--- src/rtl/rtc_bcd_pkg.sv ---
package rtc_bcd_pkg;

  typedef struct packed {
    logic [5:0] sec;
    logic [5:0] min;
    logic [4:0] hour;
    logic [4:0] day;
    logic [3:0] mon;
    logic [6:0] year;
  } rtcTime_t;

  typedef struct packed {
    logic       run;
    logic       alarmOn;
    logic       mode12;
    logic [1:0] period;
  } rtcCtrl_t;

  // Strobes from control to datapath
  typedef struct packed {
    logic advance;    // step the time by one second
    logic trimApply;  // trim added to phase this cycle
  } rtcStrobe_t;

  localparam int REG_CTRL  = 0;
  localparam int REG_SEC   = 1;
  localparam int REG_MIN   = 2;
  localparam int REG_HOUR  = 3;
  localparam int REG_DAY   = 4;
  localparam int REG_MON   = 5;
  localparam int REG_YEAR  = 6;
  localparam int REG_ASEC  = 7;
  localparam int REG_AMIN  = 8;
  localparam int REG_AHOUR = 9;
  localparam int REG_ADAY  = 10;
  localparam int REG_AMON  = 11;
  localparam int REG_AYEAR = 12;
  localparam int REG_TRMH  = 13;
  localparam int REG_TRML  = 14;

  function automatic logic [7:0] bcdToBin(input logic [7:0] v);
    return 8'(v[7:4] * 4'd10) + 8'(v[3:0]);
  endfunction

  function automatic logic [7:0] binToBcd(input logic [6:0] v);
    logic [6:0] tens;
    tens = v / 7'd10;
    return {tens[3:0], 4'(v - tens * 7'd10)};
  endfunction

  function automatic logic [7:0] clampTo(input logic [7:0] v, input logic [7:0] lo,
                                         input logic [7:0] hi);
    if (v < lo) return lo;
    if (v > hi) return hi;
    return v;
  endfunction

  function automatic logic [4:0] daysInMonth(input logic [3:0] mon, input logic [6:0] year);
    case (mon)
      4'd4, 4'd6, 4'd9, 4'd11: return 5'd30;
      4'd2:                    return (year[1:0] == 2'b00) ? 5'd29 : 5'd28;
      default:                 return 5'd31;
    endcase
  endfunction

  // Hour field decode for a write, both presentations
  function automatic logic [4:0] hourFromReg(input logic [7:0] v, input logic mode12);
    logic [7:0] h;
    h = bcdToBin({2'b00, v[5:0]});
    if (!mode12) return 5'(clampTo(h, 8'd0, 8'd23));
    if (h == 8'd0 || h > 8'd12) h = 8'd12;
    if (h == 8'd12) return v[7] ? 5'd12 : 5'd0;
    return v[7] ? 5'(h + 8'd12) : 5'(h);
  endfunction

  function automatic logic [7:0] hourToReg(input logic [4:0] h, input logic mode12);
    logic [4:0] hh;
    if (!mode12) return binToBcd({2'b00, h});
    hh = (h >= 5'd12) ? h - 5'd12 : h;
    if (hh == 5'd0) hh = 5'd12;
    return {h >= 5'd12, binToBcd({2'b00, hh})[6:0]};
  endfunction

endpackage

--- src/rtl/rtc_bcd_control.sv ---
module rtc_bcd_control
  import rtc_bcd_pkg::*;
#(
  parameter int COMP_FIRST  = 1800,
  parameter int COMP_PERIOD = 3600,
  parameter int FRAC_BITS   = 15
) (
  input  logic        clk,
  input  logic        rstN,
  input  logic        secTick,
  input  logic        run,
  input  logic [15:0] trim,
  output rtcStrobe_t  strobe
);

  localparam int CNT_MAX = (COMP_FIRST > COMP_PERIOD) ? COMP_FIRST : COMP_PERIOD;
  localparam int CNT_W   = $clog2(CNT_MAX + 1);
  localparam int PH_W    = FRAC_BITS + 3;
  localparam logic signed [PH_W-1:0] ONE_SEC = PH_W'(1) <<< FRAC_BITS;

  logic [CNT_W-1:0]       tickCnt;
  logic signed [PH_W-1:0] phase;
  logic signed [PH_W-1:0] phaseSum;
  logic                   extraPend;
  logic                   skipPend;
  logic                   tickRun;
  logic                   trimNow;

  assign tickRun  = secTick && run;
  assign trimNow  = tickRun && (tickCnt == CNT_W'(1));
  assign phaseSum = phase + PH_W'($signed(trim));

  always_ff @(posedge clk) begin
    if (!rstN) begin
      tickCnt   <= CNT_W'(COMP_FIRST);
      phase     <= '0;
      extraPend <= 1'b0;
      skipPend  <= 1'b0;
    end else begin
      if (run && extraPend) extraPend <= 1'b0;
      if (tickRun) begin
        if (skipPend) skipPend <= 1'b0;
        if (trimNow) tickCnt <= CNT_W'(COMP_PERIOD);
        else         tickCnt <= tickCnt - CNT_W'(1);
      end
      if (trimNow) begin
        if (phaseSum >= ONE_SEC) begin
          phase     <= phaseSum - ONE_SEC;
          extraPend <= 1'b1;
        end else if (phaseSum <= -ONE_SEC) begin
          phase    <= phaseSum + ONE_SEC;
          skipPend <= 1'b1;
        end else begin
          phase <= phaseSum;
        end
      end
    end
  end

  always_comb begin
    strobe.advance   = (tickRun && !skipPend) || (run && extraPend);
    strobe.trimApply = trimNow;
  end

endmodule

--- src/rtl/rtc_bcd_datapath.sv ---
module rtc_bcd_datapath
  import rtc_bcd_pkg::*;
#(
  parameter int ADDR_W = 5
) (
  input  logic              clk,
  input  logic              rstN,
  input  logic              wrEn,
  input  logic [ADDR_W-1:0] addr,
  input  logic [7:0]        wrData,
  output logic [7:0]        rdData,
  input  rtcStrobe_t        strobe,
  output rtcCtrl_t          ctrlNow,
  output logic [15:0]       trim,
  output rtcTime_t          timeNow,
  output logic              timerEvt,
  output logic              alarmEvt
);

  localparam rtcTime_t TIME_RESET = '{sec: 6'd0, min: 6'd0, hour: 5'd0,
                                      day: 5'd1, mon: 4'd1, year: 7'd0};

  rtcTime_t curTime, almTime, nextTime, curWr, almWr;
  logic     periodHit;
  logic     wrCurField, wrAlmField;
  int       regIdx;

  assign regIdx = int'(addr);

  // Calendar carry chain
  always_comb begin
    nextTime = curTime;
    if (curTime.sec >= 6'd59) begin
      nextTime.sec = '0;
      if (curTime.min >= 6'd59) begin
        nextTime.min = '0;
        if (curTime.hour >= 5'd23) begin
          nextTime.hour = '0;
          if (curTime.day >= daysInMonth(curTime.mon, curTime.year)) begin
            nextTime.day = 5'd1;
            if (curTime.mon >= 4'd12) begin
              nextTime.mon  = 4'd1;
              nextTime.year = (curTime.year >= 7'd99) ? 7'd0 : curTime.year + 7'd1;
            end else begin
              nextTime.mon = curTime.mon + 4'd1;
            end
          end else begin
            nextTime.day = curTime.day + 5'd1;
          end
        end else begin
          nextTime.hour = curTime.hour + 5'd1;
        end
      end else begin
        nextTime.min = curTime.min + 6'd1;
      end
    end else begin
      nextTime.sec = curTime.sec + 6'd1;
    end
  end

  always_comb begin
    case (ctrlNow.period)
      2'd0:    periodHit = 1'b1;
      2'd1:    periodHit = (nextTime.sec == '0);
      2'd2:    periodHit = (nextTime.sec == '0) && (nextTime.min == '0);
      default: periodHit = (nextTime.sec == '0) && (nextTime.min == '0) &&
                           (nextTime.hour == '0);
    endcase
  end

  // Decoded field writes for the running time and the alarm set
  function automatic rtcTime_t applyField(input rtcTime_t t, input int idx,
                                          input logic [7:0] v, input logic mode12);
    rtcTime_t r;
    r = t;
    case (idx)
      0: r.sec  = 6'(clampTo(bcdToBin({1'b0, v[6:0]}), 8'd0, 8'd59));
      1: r.min  = 6'(clampTo(bcdToBin({1'b0, v[6:0]}), 8'd0, 8'd59));
      2: r.hour = hourFromReg(v, mode12);
      3: r.day  = 5'(clampTo(bcdToBin(v), 8'd1, 8'd31));
      4: r.mon  = 4'(clampTo(bcdToBin(v), 8'd1, 8'd12));
      default: r.year = 7'(clampTo(bcdToBin(v), 8'd0, 8'd99));
    endcase
    return r;
  endfunction

  assign wrCurField = wrEn && regIdx >= REG_SEC  && regIdx <= REG_YEAR;
  assign wrAlmField = wrEn && regIdx >= REG_ASEC && regIdx <= REG_AYEAR;
  assign curWr = applyField(curTime, regIdx - REG_SEC,  wrData, ctrlNow.mode12);
  assign almWr = applyField(almTime, regIdx - REG_ASEC, wrData, ctrlNow.mode12);

  always_ff @(posedge clk) begin
    if (!rstN) begin
      curTime  <= TIME_RESET;
      almTime  <= TIME_RESET;
      ctrlNow  <= '0;
      trim     <= '0;
      timerEvt <= 1'b0;
      alarmEvt <= 1'b0;
    end else begin
      timerEvt <= strobe.advance && periodHit;
      alarmEvt <= strobe.advance && ctrlNow.alarmOn && (nextTime == almTime);
      if (wrCurField)          curTime <= curWr;
      else if (strobe.advance) curTime <= nextTime;
      if (wrAlmField) almTime <= almWr;
      if (wrEn) begin
        case (regIdx)
          REG_CTRL: ctrlNow <= '{run: wrData[0], alarmOn: wrData[1], mode12: wrData[2],
                                 period: wrData[4:3]};
          REG_TRMH: trim[15:8] <= wrData;
          REG_TRML: trim[7:0]  <= wrData;
          default: ;
        endcase
      end
    end
  end

  always_comb begin
    case (regIdx)
      REG_CTRL:  rdData = {3'b000, ctrlNow.period, ctrlNow.mode12, ctrlNow.alarmOn,
                           ctrlNow.run};
      REG_SEC:   rdData = binToBcd({1'b0, curTime.sec});
      REG_MIN:   rdData = binToBcd({1'b0, curTime.min});
      REG_HOUR:  rdData = hourToReg(curTime.hour, ctrlNow.mode12);
      REG_DAY:   rdData = binToBcd({2'b00, curTime.day});
      REG_MON:   rdData = binToBcd({3'b000, curTime.mon});
      REG_YEAR:  rdData = binToBcd(curTime.year);
      REG_ASEC:  rdData = binToBcd({1'b0, almTime.sec});
      REG_AMIN:  rdData = binToBcd({1'b0, almTime.min});
      REG_AHOUR: rdData = hourToReg(almTime.hour, ctrlNow.mode12);
      REG_ADAY:  rdData = binToBcd({2'b00, almTime.day});
      REG_AMON:  rdData = binToBcd({3'b000, almTime.mon});
      REG_AYEAR: rdData = binToBcd(almTime.year);
      REG_TRMH:  rdData = trim[15:8];
      REG_TRML:  rdData = trim[7:0];
      default:   rdData = 8'h00;
    endcase
  end

  assign timeNow = curTime;

endmodule

--- src/rtl/rtc_bcd_top.sv ---
module rtc_bcd_top
  import rtc_bcd_pkg::*;
#(
  parameter int ADDR_W      = 5,
  parameter int COMP_FIRST  = 1800,
  parameter int COMP_PERIOD = 3600
) (
  input  logic              clk,
  input  logic              rstN,
  input  logic              secTick,
  input  logic              wrEn,
  input  logic [ADDR_W-1:0] addr,
  input  logic [7:0]        wrData,
  output logic [7:0]        rdData,
  output logic              timerEvt,
  output logic              alarmEvt
);

  rtcStrobe_t  strobe;
  rtcCtrl_t    ctrlNow;
  rtcTime_t    timeNow;
  logic [15:0] trim;

  rtc_bcd_control #(
    .COMP_FIRST (COMP_FIRST),
    .COMP_PERIOD(COMP_PERIOD),
    .FRAC_BITS  (15)
  ) uCtrl (
    .clk    (clk),
    .rstN   (rstN),
    .secTick(secTick),
    .run    (ctrlNow.run),
    .trim   (trim),
    .strobe (strobe)
  );

  rtc_bcd_datapath #(
    .ADDR_W(ADDR_W)
  ) uData (
    .clk     (clk),
    .rstN    (rstN),
    .wrEn    (wrEn),
    .addr    (addr),
    .wrData  (wrData),
    .rdData  (rdData),
    .strobe  (strobe),
    .ctrlNow (ctrlNow),
    .trim    (trim),
    .timeNow (timeNow),
    .timerEvt(timerEvt),
    .alarmEvt(alarmEvt)
  );

endmodule

--- config.mk ---
export PLATFORM = sky130hd
export DESIGN_NAME = rtc_bcd_top
export DESIGN_NICKNAME = d
export VERILOG_FILES = /design/src/rtl/rtc_bcd_pkg.sv /design/src/rtl/rtc_bcd_control.sv /design/src/rtl/rtc_bcd_datapath.sv /design/src/rtl/rtc_bcd_top.sv
export SDC_FILE = /design/constraint.sdc
export NUM_CORES = 1
export LEC_CHECK = 0
export BUFFER_PORTS_ARGS = -buffer_cell sky130_fd_sc_hd__buf_2
export CELL_PAD_IN_SITES_DETAIL_PLACEMENT = 1
export CELL_PAD_IN_SITES_GLOBAL_PLACEMENT = 1
export CORE_MARGIN = 2
export CORE_UTILIZATION = 48
export CTS_CLUSTER_DIAMETER = 50
export CTS_CLUSTER_SIZE = 30
export DETAILED_ROUTE_END_ITERATION = 12
export PLACE_DENSITY = 0.94
export SLEW_MARGIN = 20
export SYNTH_ARGS = -nofsm -noshare
export SYNTH_HDL_FRONTEND = slang
export SYNTH_SLANG_ARGS = --single-unit
--- constraint.sdc ---
create_clock -name clk -period 6.5 [get_ports clk]
set_clock_uncertainty 0.05 [all_clocks]
set_input_delay 0.975 -clock clk [delete_from_list [all_inputs] [get_ports clk]]
set_output_delay 0.975 -clock clk [all_outputs]
set_load 0.02 [all_outputs]
==> flow_summary_export.csv, run 1 <==
group,metric,value,unit
synthesis,sequential_fraction_of_the_synthesis_area,20.7,%
power_and_ir_drop,worst_ir_drop_vdd,0.170,mV
power_and_ir_drop,static-leakage-power,0.00480,µW
clock_network,cts.repair.resized,3,
clock_network,hold_buffers,0,
clock_network,cts.path.max_buffers,2,
routing,dr.pass1.iters,5,
clock_network,h_tree_levels,4,
synthesis,synth_most_common_cell,"sky130_fd_sc_hd__nand2_1",
synthesis,yosysTopAreaCellShare,20.7,%
floorplanning,rows,57,
routing,finalWirelength,43500,µm
cells_and_area,layout_cells_sized_above_1,7.49,%
setup_path,critical_path_required,5.47,ns
global_routing,track_usage,33.4,%
setup_path,worstSetupPathType,"reg -> out",
sta,total_of_endpoints_with_negative_setup_slack_in_the_final_report,0,
sta,max-slew-margin-rel,35.0,%
cells_and_area,utilization,52.5,%
setup_path,critical_path.endpoint_type,"primary output",
sta,finalCriticalPeriod,6.28,ns
global_routing,globalRoute.totalOverflow,0,
clock_network,cts-buffers-inserted,17,
setup_path,setup.worst_path.start_class,"flip-flop",
floorplanning,fp.dieArea,25600,µm²
sta,worst_max_slew_pin_slew,0.975,ns
synthesis,ys_ff_latch,121,
cells_and_area,layout-area-overhead-vs-synth,8.25,%
routing,routed-via-count,12500,
routing,drc_errors,0,
min_path,hold_crit_path_type,"reg -> reg",
clock_network,clock_tree_from_tritoncts,"done",
synthesis,synth.area.top_cells,"sky130_fd_sc_hd__dfxtp_1 (21%), sky130_fd_sc_hd__ha_1 (11%), sky130_fd_sc_hd__a21oi_1 (6.5%), sky130_fd_sc_hd__nand2_1 (5.4%), sky130_fd_sc_hd__nor2_1 (4.9%)",
cells_and_area,net_count_final,1724,
placed_design,place_worst_setup_slack,0.262,ns
sta,hold_violations,0,
clock_network,post_cts_clock_slew_at_the_launch_and_capture_registers_of_the_worst_setup_and_hold_paths,0.07,ns
clock_network,cts_setup_buffers,0,
placed_design,dp.final_hpwl,32200,µm
global_routing,grt_max_degree,70,
setup_path,worst-path-max-fanout,13,
global_routing,wire_length_of_the_first_global_routing_pass,68600,µm
sta,max_freq,159,MHz
synthesis,synth_cells,1624,
placed_design,port-buffer-count,26,
synthesis,synthesis.nets,1758,
routing,detail_route.wl_per_cell,22.6,µm
floorplanning,top_level_ports,27,
routing,drt_iter0_markers,942,
synthesis,number_of_enable_type_register_cells_in_the_synthesized_netlist,0,
run_status,run_status,"completed",
floorplanning,dieHeight,160,µm
cells_and_area,diodes,0,
synthesis,yosysTopAreaCell,"sky130_fd_sc_hd__dfxtp_1",
cells_and_area,multi_input_area,8620,µm²
global_routing,grt_antenna_before_repair,1,
global_routing,first_global_vias,12700,
floorplanning,start_util,48.5,%
synthesis,ys_warn_count,0,
synthesis,syn_area_per_cell,7.20,µm²
floorplanning,design.core.area,24100,µm²
clock_network,ctsRootBufferMaster,"sky130_fd_sc_hd__clkbuf_16",
synthesis,ys_async_sr_fraction,0,%
cells_and_area,fill_cells,3138,
synthesis,synth_cell_types,84,
placed_design,routabilityCongestion,0.996,
clock_network,clock_insertion_delay_worst_skew,0.45,ns
clock_network,clock_sink_count,121,
floorplanning,chip_width,160,µm
synthesis,synth.cell_area,11700,µm²
cells_and_area,ff_latch_area,2430,µm²
power_and_ir_drop,cellPowerDensity,163,nW/µm²
sta,timing_max_transition_violations_final,0,
setup_path,critical_path_arrival,5.26,ns
run,drv_cap,0,
routing,avgViaCountPerCell,6.48,
sta,finalWorstSetupSlack,0.215,ns
synthesis,synth_top_cells_by_count,"sky130_fd_sc_hd__nand2_1 (169), sky130_fd_sc_hd__nor2_1 (152), sky130_fd_sc_hd__a21oi_1 (151), sky130_fd_sc_hd__dfxtp_1 (121), sky130_fd_sc_hd__ha_1 (104)",
routing,ant_nets,0,
sta,min_period_over_period,96.7,%
synthesis,dominantRegCellSynth,"sky130_fd_sc_hd__dfxtp_1",
## metrics by stage
step	power (µW)	setup TNS (ns)	std cells	hold slack [ns]	cell area, µm²
4_1_cts	2060	0	1927	0.417	12600
5_1_grt	2120	-0.134	1927	0.448	12700
3_5_place_dp	1040	0	1895	0.407	12000
3_3_place_gp	1030	0	1895	0.395	12000
6_report	2070	0	1927	0.408	12700
2_1_floorplan	950	0	1624	0.378	11700
## worst max-delay path: stages, from the launching register on
cell	delay, ns
sky130_fd_sc_hd__dfxtp_4	0.43
sky130_fd_sc_hd__inv_1	0.12
sky130_fd_sc_hd__ha_1	0.35
sky130_fd_sc_hd__inv_1	0.08
sky130_fd_sc_hd__a21o_1	0.15
sky130_fd_sc_hd__a221oi_1	0.33
sky130_fd_sc_hd__a31oi_2	0.14
sky130_fd_sc_hd__inv_1	0.12
sky130_fd_sc_hd__ha_1	0.15
sky130_fd_sc_hd__inv_1	0.04
sky130_fd_sc_hd__ha_1	0.21
sky130_fd_sc_hd__a31oi_4	0.22
sky130_fd_sc_hd__ha_1	0.18
sky130_fd_sc_hd__nand2_1	0.07
sky130_fd_sc_hd__a211oi_1	0.37
sky130_fd_sc_hd__a31oi_2	0.18
sky130_fd_sc_hd__ha_1	0.24
sky130_fd_sc_hd__inv_1	0.07
sky130_fd_sc_hd__fa_1	0.41
sky130_fd_sc_hd__a21oi_1	0.18
sky130_fd_sc_hd__o22ai_1	0.11
sky130_fd_sc_hd__nor4_2	0.33
sky130_fd_sc_hd__o21ai_0	0.13
sky130_fd_sc_hd__buf_2	0.18
## logic make-up after synthesis
family | synth area share [%]
xor+xnor | 6.65
fa+ha+maj | 13.4
buf+inv | 6.21
simple gates | 24.2
compound gates | 27.3
flops | 20.7
mux | 1.60
## worst paths after layout
path	from	endpoint	slack, ns	cells after the start
max	uData.almTime[18]$_SDFFE_PN0P_	rdData[2]	0.22	23
min	uCtrl.phase[3]$_SDFFE_PN0P_	uCtrl.phase[3]$_SDFFE_PN0P_	0.41	2
max reg2reg	uData.timeNow[27]$_SDFFE_PN0P_	uData.alarmEvt$_SDFF_PN0_	2.33	11
min reg2reg	uCtrl.phase[3]$_SDFFE_PN0P_	uCtrl.phase[3]$_SDFFE_PN0P_	0.41	2
## cell usage in the layout, fill, tap and decap left out, types with 22 or more instances in the layout
cell type                  count
sky130_fd_sc_hd__nand2b_1     23
sky130_fd_sc_hd__nand2_1     169
sky130_fd_sc_hd__o22ai_1      22
sky130_fd_sc_hd__a21oi_1     151
sky130_fd_sc_hd__dfxtp_1     117
sky130_fd_sc_hd__xor2_1       23
sky130_fd_sc_hd__ha_1        104
sky130_fd_sc_hd__o21ai_0      98
sky130_fd_sc_hd__nand3_1      69
sky130_fd_sc_hd__nor2_1      151
sky130_fd_sc_hd__xnor2_1      64
sky130_fd_sc_hd__buf_2        26
sky130_fd_sc_hd__a211oi_1     36
sky130_fd_sc_hd__inv_1        97
sky130_fd_sc_hd__nor3_1       49
## registers in the layout (all words and copies together), names as in the netlist
| register | count |
|---|---|
| uData.almTime | 33 |
| uCtrl.skipPend | 1 |
| uData.timeNow | 33 |
| uCtrl.tickCnt | 12 |
| uData.timerEvt | 1 |
| uCtrl.extraPend | 1 |
| uCtrl.phase | 18 |
| uData.trim | 16 |
| uData.ctrlNow | 5 |
| uData.alarmEvt | 1 |
## power breakdown
part / total [µW] / leakage [µW] / internal [µW] / switching, µW
combinational: 287 / 0.00352 / 84.7 / 202
clock: 1020 / 0.000297 / 583 / 442
sequential: 756 / 0.000978 / 745 / 10.4
## area by class of cell
cell class / count / share of cell area [%]
sequential: 121 / 19.2
clock inverter: 15 / 1.44
multi-input combinational: 1313 / 68.1
timing repair buffer: 38 / 1.74
clock buffer: 17 / 3.36
tap: 324 / 3.20
inverter: 99 / 2.94
## layer usage
layer	global-route usage (%)	routed length, µm
met4	17.1	2160
met1	39.7	17700
met5	0	0
met2	57.9	21100
met3	5.90	2500
No activity file was read; power rests on OpenSTA's default activity.
==> run 2: changes to the inputs <==
==> constraint.sdc (replaced) <==
create_clock -name clk -period 6.5 [get_ports clk]
set_clock_uncertainty 0.05 [all_clocks]
set_input_delay 1.3 -clock clk [delete_from_list [all_inputs] [get_ports clk]]
set_output_delay 1.3 -clock clk [all_outputs]
set_load 0.02 [all_outputs]
==> flow_summary_export.csv, run 2 (synthesis gave the netlist of run 1 again) <==
group,metric,value,unit
run_status,run_status,"completed",
power_and_ir_drop,cellPowerDensity,154,nW/µm²
sta,max_freq,158,MHz
setup_path,worst-path-max-fanout,18,
power_and_ir_drop,static-leakage-power,0.00483,µW
power_and_ir_drop,clockPowerShare,46.9,%
cells_and_area,most-common-layout-cells,"sky130_fd_sc_hd__nand2_1 (169), sky130_fd_sc_hd__nor2_1 (151), sky130_fd_sc_hd__a21oi_1 (149), sky130_fd_sc_hd__dfxtp_1 (114), sky130_fd_sc_hd__ha_1 (102)",
power_and_ir_drop,internal-power,1330,µW
sta,timing_max_transition_violations_final,0,
routing,routed-via-count,12700,
sta,total_of_endpoints_with_negative_setup_slack_in_the_final_report,0,
global_routing,track_usage,33.6,%
placed_design,routabilityCongestion,1.02,
sta,hold_violations,0,
setup_path,r2r-end,"uData.alarmEvt$_SDFF_PN0_",
power_and_ir_drop,p_sw,635,µW
routing,detail_route.wl_per_cell,22.9,µm
clock_network,clock_insertion_delay_worst_skew,0.44,ns
min_path,hold_crit_path_type,"reg -> reg",
power_and_ir_drop,power.share.sequential,38.4,%
clock_network,clock_tree_from_tritoncts,"done",
setup_path,path_buf_inv,4,
floorplanning,rows,57,
clock_network,clock_sink_count,121,
run,drv_cap,0,
cells_and_area,utilization,53.1,%
cells_and_area,post-route-cell-area,12800,µm²
clock_network,cts.path.max_buffers,2,
cells_and_area,net_count_final,1735,
floorplanning,start_util,48.5,%
floorplanning,chip_width,160,µm
clock_network,cts-buffers-inserted,17,
routing,finalWirelength,44400,µm
global_routing,wire_length_of_the_first_global_routing_pass,69000,µm
setup_path,critPathMostFrequentCell,"sky130_fd_sc_hd__inv_1",
routing,ant_nets,0,
cells_and_area,layout-area-overhead-vs-synth,9.44,%
setup_path,worstSetupPathType,"reg -> out",
setup_path,rr_worst_depth,14,
clock_network,post_cts_clock_slew_at_the_launch_and_capture_registers_of_the_worst_setup_and_hold_paths,0.06,ns
setup_path,setup.worst_path.start_class,"flip-flop",
setup_path,slowest_delay,0.74,ns
global_routing,grt_antenna_before_repair,3,
cells_and_area,fill_cells,3157,
sta,worst_max_slew_pin_slew,1.02,ns
setup_path,crit_reg_reg_startpoint,"uData.timeNow[7]$_SDFFE_PN1P_",
setup_path,rrSetupSlack,2.10,ns
setup_path,cpLargestDelayFamily,"compound AO/OA/AOI/OAI gates",
routing,avgViaCountPerCell,6.55,
cells_and_area,layout_cells_sized_above_1,9.11,%
cells_and_area,most_frequent_standard_cell_in_the_layout_excluding_fill_and_tap_cells,"sky130_fd_sc_hd__nand2_1",
clock_network,h_tree_levels,4,
placed_design,dp.final_hpwl,32400,µm
setup_path,critical_path_required,5.15,ns
setup_path,critical_path.startpoint,"uData.timeNow[29]$_SDFFE_PN0P_",
power_and_ir_drop,power.switching_fraction,32.3,%
power_and_ir_drop,share_comb_of_total_power,14.8,%
routing,dr.pass1.iters,6,
sta,finalCriticalPeriod,6.33,ns
routing,drc_errors,0,
setup_path,worst_path_max_delay_cell,"sky130_fd_sc_hd__dfxtp_1",
clock_network,ctsRootBufferMaster,"sky130_fd_sc_hd__clkbuf_16",
setup_path,crit_chain,"nand2_1, o221ai_1, a21o_1, inv_1, ha_1, inv_1, o31ai_2, a21oi_1, a41oi_1, o221a_2, inv_1, ha_1, fa_1, xor2_1, xnor2_1, xnor2_1, o22ai_2, nor4_4, o221ai_1, buf_4",
floorplanning,dieHeight,160,µm
power_and_ir_drop,worst_ir_drop_vdd,0.171,mV
global_routing,grt_max_degree,73,
global_routing,first_global_vias,12600,
routing,drt_iter0_markers,1185,
setup_path,critical_path.endpoint_type,"primary output",
setup_path,path_length_in_cells_of_the_critical_path,20,
placed_design,port-buffer-count,26,
placed_design,place_area,12000,µm²
min_path,hp-start,"uCtrl.phase[11]$_SDFFE_PN0P_",
floorplanning,fp.dieArea,25600,µm²
setup_path,endpoint,"rdData[3]",
floorplanning,top_level_ports,27,
global_routing,globalRoute.totalOverflow,0,
floorplanning,design.core.area,24100,µm²
sta,max-slew-margin-rel,32.0,%
setup_path,critical_path_arrival,4.98,ns
sta,min_period_over_period,97.4,%
-- run 2: area by class of cell --
class                   count  area (µm²)  area share [%]
flip-flops and latches    121        2440            19.0
multi-input cells        1313        8710            68.1
well taps                 324         405            3.17
clock inverters            15         131            1.03
repair buffers             49         309            2.41
inverters                  99         375            2.93
diodes                      1        2.50          0.0196
clock buffers              17         425            3.32
-- run 2: per-stage QoR --
step           setup TNS (ns)  power, µW  std cells  hold slack (ns)  setup WS, ns
6_report                    0       1970       1939            0.414         0.166
5_1_grt               -0.0676       2020       1939            0.445       -0.0676
4_1_cts                     0       1960       1928            0.414       0.00394
3_5_place_dp                0       1040       1896            0.405        0.0838
3_3_place_gp                0       1030       1896            0.397         0.404
2_1_floorplan               0        950       1624            0.378         0.486
-- run 2: what timing repair did --
item	CTS	global route
hold buffers	0	0
cloned	0	0
gates resized for setup	11	30
pin swaps	1	4
setup endpoints to repair	3	3
setup buffers	0	9
-- run 2: per-layer routing --
metal	track usage, %	up-vias	wire, µm
met3	6.31	163	3200
li1	-	5808	-
met5	0	-	26
met2	57.8	532	21400
met1	40.0	6200	17500
met4	16.9	4	2310
-- run 2: power groups by stage --
stage | Combinational (µW) | Clock, µW | Sequential, µW
floorplan | 185 | 0 | 766
global placement | 260 | 0 | 771
detailed placement | 272 | 0 | 772
CTS | 278 | 927 | 755
global route | 310 | 953 | 756
finish | 291 | 922 | 755
-- run 2: worst reg2reg max path, cell delays in order, from the launching register on --
cell and delay (ns):
sky130_fd_sc_hd__dfxtp_1 0.57, sky130_fd_sc_hd__inv_1 0.17, sky130_fd_sc_hd__ha_1 0.26, sky130_fd_sc_hd__inv_1 0.08, sky130_fd_sc_hd__nor3_1 0.05, sky130_fd_sc_hd__ha_1 0.31
sky130_fd_sc_hd__nor2b_1 0.13, sky130_fd_sc_hd__o211a_1 0.16, sky130_fd_sc_hd__o2111a_1 0.35, sky130_fd_sc_hd__nand3_1 0.41, sky130_fd_sc_hd__nand2b_1 0.38, sky130_fd_sc_hd__o31ai_1 0.50
sky130_fd_sc_hd__xor2_1 0.21, sky130_fd_sc_hd__nor4_1 0.41, sky130_fd_sc_hd__and4_1 0.30
-- run 2: worst min-delay path by stage --
stage	endpoint	slack [ns]	depth (start not counted)
global placement	uCtrl.phase[5]$_SDFFE_PN0P_	0.40	2
floorplan	uData.timerEvt$_SDFF_PN0_	0.38	1
detailed placement	uCtrl.phase[11]$_SDFFE_PN0P_	0.41	2
global route	uCtrl.skipPend$_SDFF_PN0_	0.45	2
CTS	uCtrl.phase[11]$_SDFFE_PN0P_	0.41	2
finish	uCtrl.phase[11]$_SDFFE_PN0P_	0.41	2
